==> config.mk <==
export PLATFORM = sky130hd
export DESIGN_NAME = xcc_compare_classify
export DESIGN_NICKNAME = d
export VERILOG_FILES = /design/src/rtl/xcc_pkg.sv /design/src/rtl/xcc_datapath.sv /design/src/rtl/xcc_ctrl.sv /design/src/rtl/xcc_compare_classify.sv
export SDC_FILE = /design/constraint.sdc
export NUM_CORES = 1
export LEC_CHECK = 0
export ABC_AREA = 1
export BUFFER_PORTS_ARGS = -buffer_cell sky130_fd_sc_hd__buf_4
export CAP_MARGIN = 20
export CORE_AREA = 2 2 94 96
export DETAILED_ROUTE_END_ITERATION = 6
export DIE_AREA = 0 0 96 98
export GPL_TIMING_DRIVEN = 1
export PLACE_DENSITY_LB_ADDON = 0.3
export SYNTH_ARGS = -nofsm -noshare
export SYNTH_HDL_FRONTEND = slang
export SYNTH_SLANG_ARGS = --single-unit
==> constraint.sdc <==
create_clock -name vclk -period 2.7
set_clock_uncertainty 0.2 [all_clocks]
set_input_delay 0.405 -clock vclk [all_inputs]
set_output_delay 0.405 -clock vclk [all_outputs]
set_load 0.01 [all_outputs]
==> src/rtl/xcc_pkg.sv <==
package xcc_pkg;
  localparam int C0_POS = 8;
  localparam int C1_POS = 9;
  localparam int C2_POS = 10;
  localparam int C3_POS = 14;
  localparam int CF_POS = 0;
  localparam int PF_POS = 2;
  localparam int ZF_POS = 6;
  localparam int STAT_W = 16;
  localparam int FLAG_W = 8;

  // per-operand facts needed by the compare decision
  typedef struct packed {
    logic isNan;
    logic isSnan;
    logic isZero;
    logic sign;
  } cmpInfo_t;

  // facts needed to classify the first operand
  typedef struct packed {
    logic isNan;
    logic isInf;
    logic isZero;
    logic isDenorm;
  } clsInfo_t;

  typedef enum logic [2:0] {
    CLS_NORMAL = 3'd0,
    CLS_ZERO   = 3'd1,
    CLS_DENORM = 3'd2,
    CLS_INF    = 3'd3,
    CLS_NAN    = 3'd4
  } clsKind_t;

  // strobes from control to datapath
  typedef struct packed {
    logic     selLess;
    logic     selEqual;
    logic     selUnord;
    logic     raiseInv;
    clsKind_t clsKind;
  } xccStrobe_t;
endpackage

==> src/rtl/xcc_datapath.sv <==
module xcc_datapath
  import xcc_pkg::*;
#(
  parameter int EXP_W = 15,
  parameter int SIG_W = 64
) (
  input  logic [1+EXP_W+SIG_W-1:0] opA,
  input  logic [1+EXP_W+SIG_W-1:0] opB,
  input  xccStrobe_t               strobe,
  output cmpInfo_t                 infoA,
  output cmpInfo_t                 infoB,
  output clsInfo_t                 clsA,
  output logic                     magLess,
  output logic                     magEqual,
  output logic [STAT_W-1:0]        cmpCond,
  output logic [FLAG_W-1:0]        cmpFlags,
  output logic [STAT_W-1:0]        classCond
);
  localparam int OP_W    = 1 + EXP_W + SIG_W;
  localparam int QBIT    = SIG_W - 2;
  localparam logic [SIG_W-1:0] SIG_INF = {1'b1, {(SIG_W-1){1'b0}}};

  logic [OP_W-1:0] ops     [2];
  cmpInfo_t        cInfo   [2];
  clsInfo_t        kInfo   [2];

  assign ops[0] = opA;
  assign ops[1] = opB;

  for (genvar g = 0; g < 2; g++) begin : g_decode
    logic [EXP_W-1:0] expv;
    logic [SIG_W-1:0] sigv;
    logic expMax, expNil, sigNil, sigInfPat;
    assign expv      = ops[g][OP_W-2 -: EXP_W];
    assign sigv      = ops[g][SIG_W-1:0];
    assign expMax    = &expv;
    assign expNil    = ~|expv;
    assign sigNil    = ~|sigv;
    assign sigInfPat = (sigv == SIG_INF);
    assign cInfo[g] = '{isNan:  expMax & ~sigInfPat,
                        isSnan: expMax & ~sigInfPat & ~sigv[QBIT],
                        isZero: expNil & sigNil,
                        sign:   ops[g][OP_W-1]};
    assign kInfo[g] = '{isNan:    expMax & ~sigInfPat,
                        isInf:    expMax & sigInfPat,
                        isZero:   expNil & sigNil,
                        isDenorm: expNil & ~sigNil};
  end

  assign infoA = cInfo[0];
  assign infoB = cInfo[1];
  assign clsA  = kInfo[0];

  // exponent then significand: one unsigned compare of the concatenation
  assign magLess  = opA[OP_W-2:0] <  opB[OP_W-2:0];
  assign magEqual = opA[OP_W-2:0] == opB[OP_W-2:0];

  always_comb begin
    cmpCond  = '0;
    cmpFlags = '0;
    if (strobe.selLess) begin
      cmpCond[C0_POS]  = 1'b1;
      cmpFlags[CF_POS] = 1'b1;
    end
    if (strobe.selEqual) begin
      cmpCond[C3_POS]  = 1'b1;
      cmpFlags[ZF_POS] = 1'b1;
    end
    if (strobe.selUnord) begin
      cmpCond[C3_POS]  = 1'b1;
      cmpCond[C2_POS]  = 1'b1;
      cmpCond[C0_POS]  = 1'b1;
      cmpFlags[ZF_POS] = 1'b1;
      cmpFlags[PF_POS] = 1'b1;
      cmpFlags[CF_POS] = 1'b1;
    end
  end

  always_comb begin
    classCond = '0;
    classCond[C1_POS] = cInfo[0].sign;
    unique case (strobe.clsKind)
      CLS_NAN:    classCond[C0_POS] = 1'b1;
      CLS_INF:    begin classCond[C2_POS] = 1'b1; classCond[C0_POS] = 1'b1; end
      CLS_ZERO:   classCond[C3_POS] = 1'b1;
      CLS_DENORM: begin classCond[C3_POS] = 1'b1; classCond[C2_POS] = 1'b1; end
      default:    classCond[C2_POS] = 1'b1;
    endcase
  end
endmodule

==> src/rtl/xcc_ctrl.sv <==
module xcc_ctrl
  import xcc_pkg::*;
(
  input  cmpInfo_t   infoA,
  input  cmpInfo_t   infoB,
  input  clsInfo_t   clsA,
  input  logic       magLess,
  input  logic       magEqual,
  input  logic       quietCmp,
  output xccStrobe_t strobe
);
  logic unord, bothZero;

  assign unord    = infoA.isNan | infoB.isNan;
  assign bothZero = infoA.isZero & infoB.isZero;

  always_comb begin
    strobe = '{selLess: 1'b0, selEqual: 1'b0, selUnord: 1'b0,
               raiseInv: 1'b0, clsKind: CLS_NORMAL};
    strobe.raiseInv = quietCmp ? (infoA.isSnan | infoB.isSnan) : unord;
    if (unord)                        strobe.selUnord = 1'b1;
    else if (bothZero)                strobe.selEqual = 1'b1;
    else if (infoA.sign != infoB.sign) strobe.selLess = infoA.sign;
    else if (magEqual)                strobe.selEqual = 1'b1;
    else                              strobe.selLess  = magLess ^ infoA.sign;

    if (clsA.isNan)         strobe.clsKind = CLS_NAN;
    else if (clsA.isInf)    strobe.clsKind = CLS_INF;
    else if (clsA.isZero)   strobe.clsKind = CLS_ZERO;
    else if (clsA.isDenorm) strobe.clsKind = CLS_DENORM;
  end
endmodule

==> src/rtl/xcc_compare_classify.sv <==
module xcc_compare_classify
  import xcc_pkg::*;
#(
  parameter int EXP_W = 15,
  parameter int SIG_W = 64
) (
  input  logic [1+EXP_W+SIG_W-1:0] opA,
  input  logic [1+EXP_W+SIG_W-1:0] opB,
  input  logic                     quietCmp,
  output logic [STAT_W-1:0]        cmpCond,
  output logic [FLAG_W-1:0]        cmpFlags,
  output logic                     cmpInvalid,
  output logic [STAT_W-1:0]        classCond
);
  cmpInfo_t   infoA, infoB;
  clsInfo_t   clsA;
  logic       magLess, magEqual;
  xccStrobe_t strobe;

  xcc_datapath #(.EXP_W(EXP_W), .SIG_W(SIG_W)) datapath_i (
    .opA(opA), .opB(opB), .strobe(strobe),
    .infoA(infoA), .infoB(infoB), .clsA(clsA),
    .magLess(magLess), .magEqual(magEqual),
    .cmpCond(cmpCond), .cmpFlags(cmpFlags), .classCond(classCond)
  );

  xcc_ctrl ctrl_i (
    .infoA(infoA), .infoB(infoB), .clsA(clsA),
    .magLess(magLess), .magEqual(magEqual),
    .quietCmp(quietCmp), .strobe(strobe)
  );

  assign cmpInvalid = strobe.raiseInv;
endmodule

==> flow_summary.json <==
{
  "antenna_found_initial": 0,
  "ys_types": 27,
  "cpPeakStageDelay_ns": 0.21,
  "wire_per_inst_um": 13.1,
  "multi_input_area_um2": 2910,
  "fmaxAchievable_mhz": 381,
  "via_count": 4071,
  "cp.arrival_ns": 2.02,
  "outcome": "completed",
  "drc": 0,
  "grt_pass1_vias": 4039,
  "cp_slowest_cell": "ha_4",
  "fillers": 895,
  "cp_num_cells": 15,
  "critical_path_buf_inv_count": 4,
  "final_core_util_pct": 57.2,
  "synth_warnings": 0,
  "crit_path_end": "cmpCond[8]",
  "first_iter_violations": 93,
  "power.density_nw_per_um2": 142,
  "power.total_uw": 689,
  "crit_path_max_fanout": 3,
  "n_sequential_cell": 0,
  "synth_cells": 571,
  "drv_slew": 0,
  "crit_family": "simple AND/OR/NAND/NOR gates",
  "start_util_pct": 38.4,
  "die-width_um": 96,
  "crit_required_ns": 2.10,
  "syn_area_um2": 3250,
  "cp_common_cell": "nand2_1",
  "crit_path_start_kind": "input pin",
  "die_h_um": 98,
  "leakage_uw": 0.00282,
  "io_buffer_count": 172,
  "finalHoldViolCount": 0,
  "grt_max_degree": 5,
  "clkbuf_count": 0,
  "final.setup.tns_ns": 0,
  "layout_min_cycle_time_ns": 2.62,
  "postCtsHoldBufs": 0,
  "critPathLaunch": "opB[62]",
  "die_area_um2": 9410,
  "n_antenna_cell": 0,
  "dp.cells": 848,
  "gp_congestion": 0.898,
  "worstSetupPathType": "in2out",
  "hp-class": "in2out",
  "rows": 34,
  "final_area_um2": 4840,
  "vdd_drop_max_mv": 0.0670,
  "endpoint_kind": "output port",
  "grt.overflow.total": 0,
  "final_cells": 851,
  "core_um2": 8470,
  "vias_per_cell": 4.78,
  "yosysSeqAreaShare_pct": 0,
  "dr.pass1.iters": 4,
  "finalSetupViolCount": 0,
  "drtAntennaViolNets": 0,
  "syn_avg_cell_area_um2": 5.69,
  "ff_latch_area_um2": 0,
  "wl_um": 11100,
  "pin_count": 202,
  "grtUsageTotal_pct": 22.1,
  "final_net_count": 985,
  "cp_cell_sequence": "buf_4, inv_1, ha_4, nand2_2, inv_2, nand2_1, nand2_1, a21oi_1, nand2_1, a21oi_2, nand3_1, nand2_1, nand3_2, nand2_2, buf_4",
  "place_area_um2": 4540,
  "grt_pass1_wl_um": 17400,
  "fin_crit_sh_pct": 97.1,
  "drive_above_1_share_pct": 33.0,
  "place_hpwl_um": 10200,
  "areaGrowthSynthToFinish_pct": 48.9,
  "drv_cap": 0
}
[routing by layer]
layer | routed length [µm] | vias to the layer above | GRT usage (%)
met4 | 74 | 0 | 2.20
met5 | 0 | - | 0
met1 | 4530 | 1798 | 26.7
li1 | - | 2137 | -
met2 | 5950 | 130 | 43.3
met3 | 594 | 6 | 0.849
[cells in the mapped netlist (all sizes together)]
| library cell | number | area share (%) |
|---|---|---|
| o21a | 2 | 0.46 |
| nand2 | 129 | 15 |
| clkinv | 1 | 0.12 |
| a21o | 4 | 0.92 |
| conb | 1 | 0.12 |
| a21oi | 31 | 4.8 |
| buf | 35 | 8.1 |
| inv | 121 | 14 |
| nand3b | 2 | 0.58 |
| o21ai | 6 | 0.92 |
| nand3 | 16 | 2.5 |
| nor4 | 22 | 4.4 |
| and3 | 1 | 0.19 |
| or2 | 2 | 0.38 |
| nand4 | 32 | 6.2 |
| ha | 79 | 30 |
| nor3 | 7 | 1.2 |
| and2 | 1 | 0.19 |
| nor2 | 79 | 9.6 |
[repair_timing]
item / in CTS / in global routing
setup buffers: 0 / 3
endpoints found under the setup margin: 0 / 5
gates resized for setup: 0 / 50
[placed cells by master, fill, tap and decap left out, types with 9 or more instances in the layout]
cell | netlist | routed
inv_1 | 107 | 104
ha_1 | 79 | 70
a21oi_1 | 31 | 28
nor2_2 | 3 | 10
buf_4 | 35 | 178
nand2_2 | 1 | 11
nand3_1 | 16 | 14
conb_1 | 1 | 30
nor4_1 | 21 | 13
nand2_1 | 128 | 117
inv_2 | 14 | 17
nor2_1 | 75 | 67
nand4_1 | 32 | 32
ha_4 | 0 | 9
[power breakdown]
group          switching (µW)  internal [µW]
logic                     359            329
clock network               0              0
registers                   0              0
total                     359            329
[how the worst min path moves through the flow]
stage	startpoint	end	slack, ns	depth (start not counted)
2_1_floorplan	opA[79]	classCond[9]	0.70	1
3_3_place_gp	opA[79]	classCond[9]	0.81	2
3_5_place_dp	opA[79]	classCond[9]	0.81	2
4_1_cts	opA[79]	classCond[9]	0.81	2
5_1_grt	opA[79]	classCond[9]	0.82	2
6_report	opA[79]	classCond[9]	0.81	2
[cells by family (layout without fill, tap and decap cells)]
kind of cell / count (synthesis) / in the layout / share of synthesized area [%]
buffers and inverters: 157 / 300 / 22.2
AO/OA/AOI/OAI: 43 / 43 / 7.08
other: 1 / 30 / 0.115
AND/OR/NAND/NOR: 291 / 291 / 40.2
adder cells (fa/ha/maj): 79 / 79 / 30.4
[cell type report]
cell class / count / area share, %
multi-input cells: 443 / 60.1
repair buffers: 178 / 27.6
inverters: 122 / 9.46
well taps: 108 / 2.79
[metrics by stage]
stage | setup slack, ns | hold slack (ns)
2_1_floorplan | 0.341 | 0.702
3_3_place_gp | -0.00703 | 0.810
3_5_place_dp | 0.0186 | 0.812
4_1_cts | 0.00414 | 0.812
5_1_grt | -0.0345 | 0.824
6_report | 0.0785 | 0.812
Note: power is estimated with default switching activity, not from simulation.
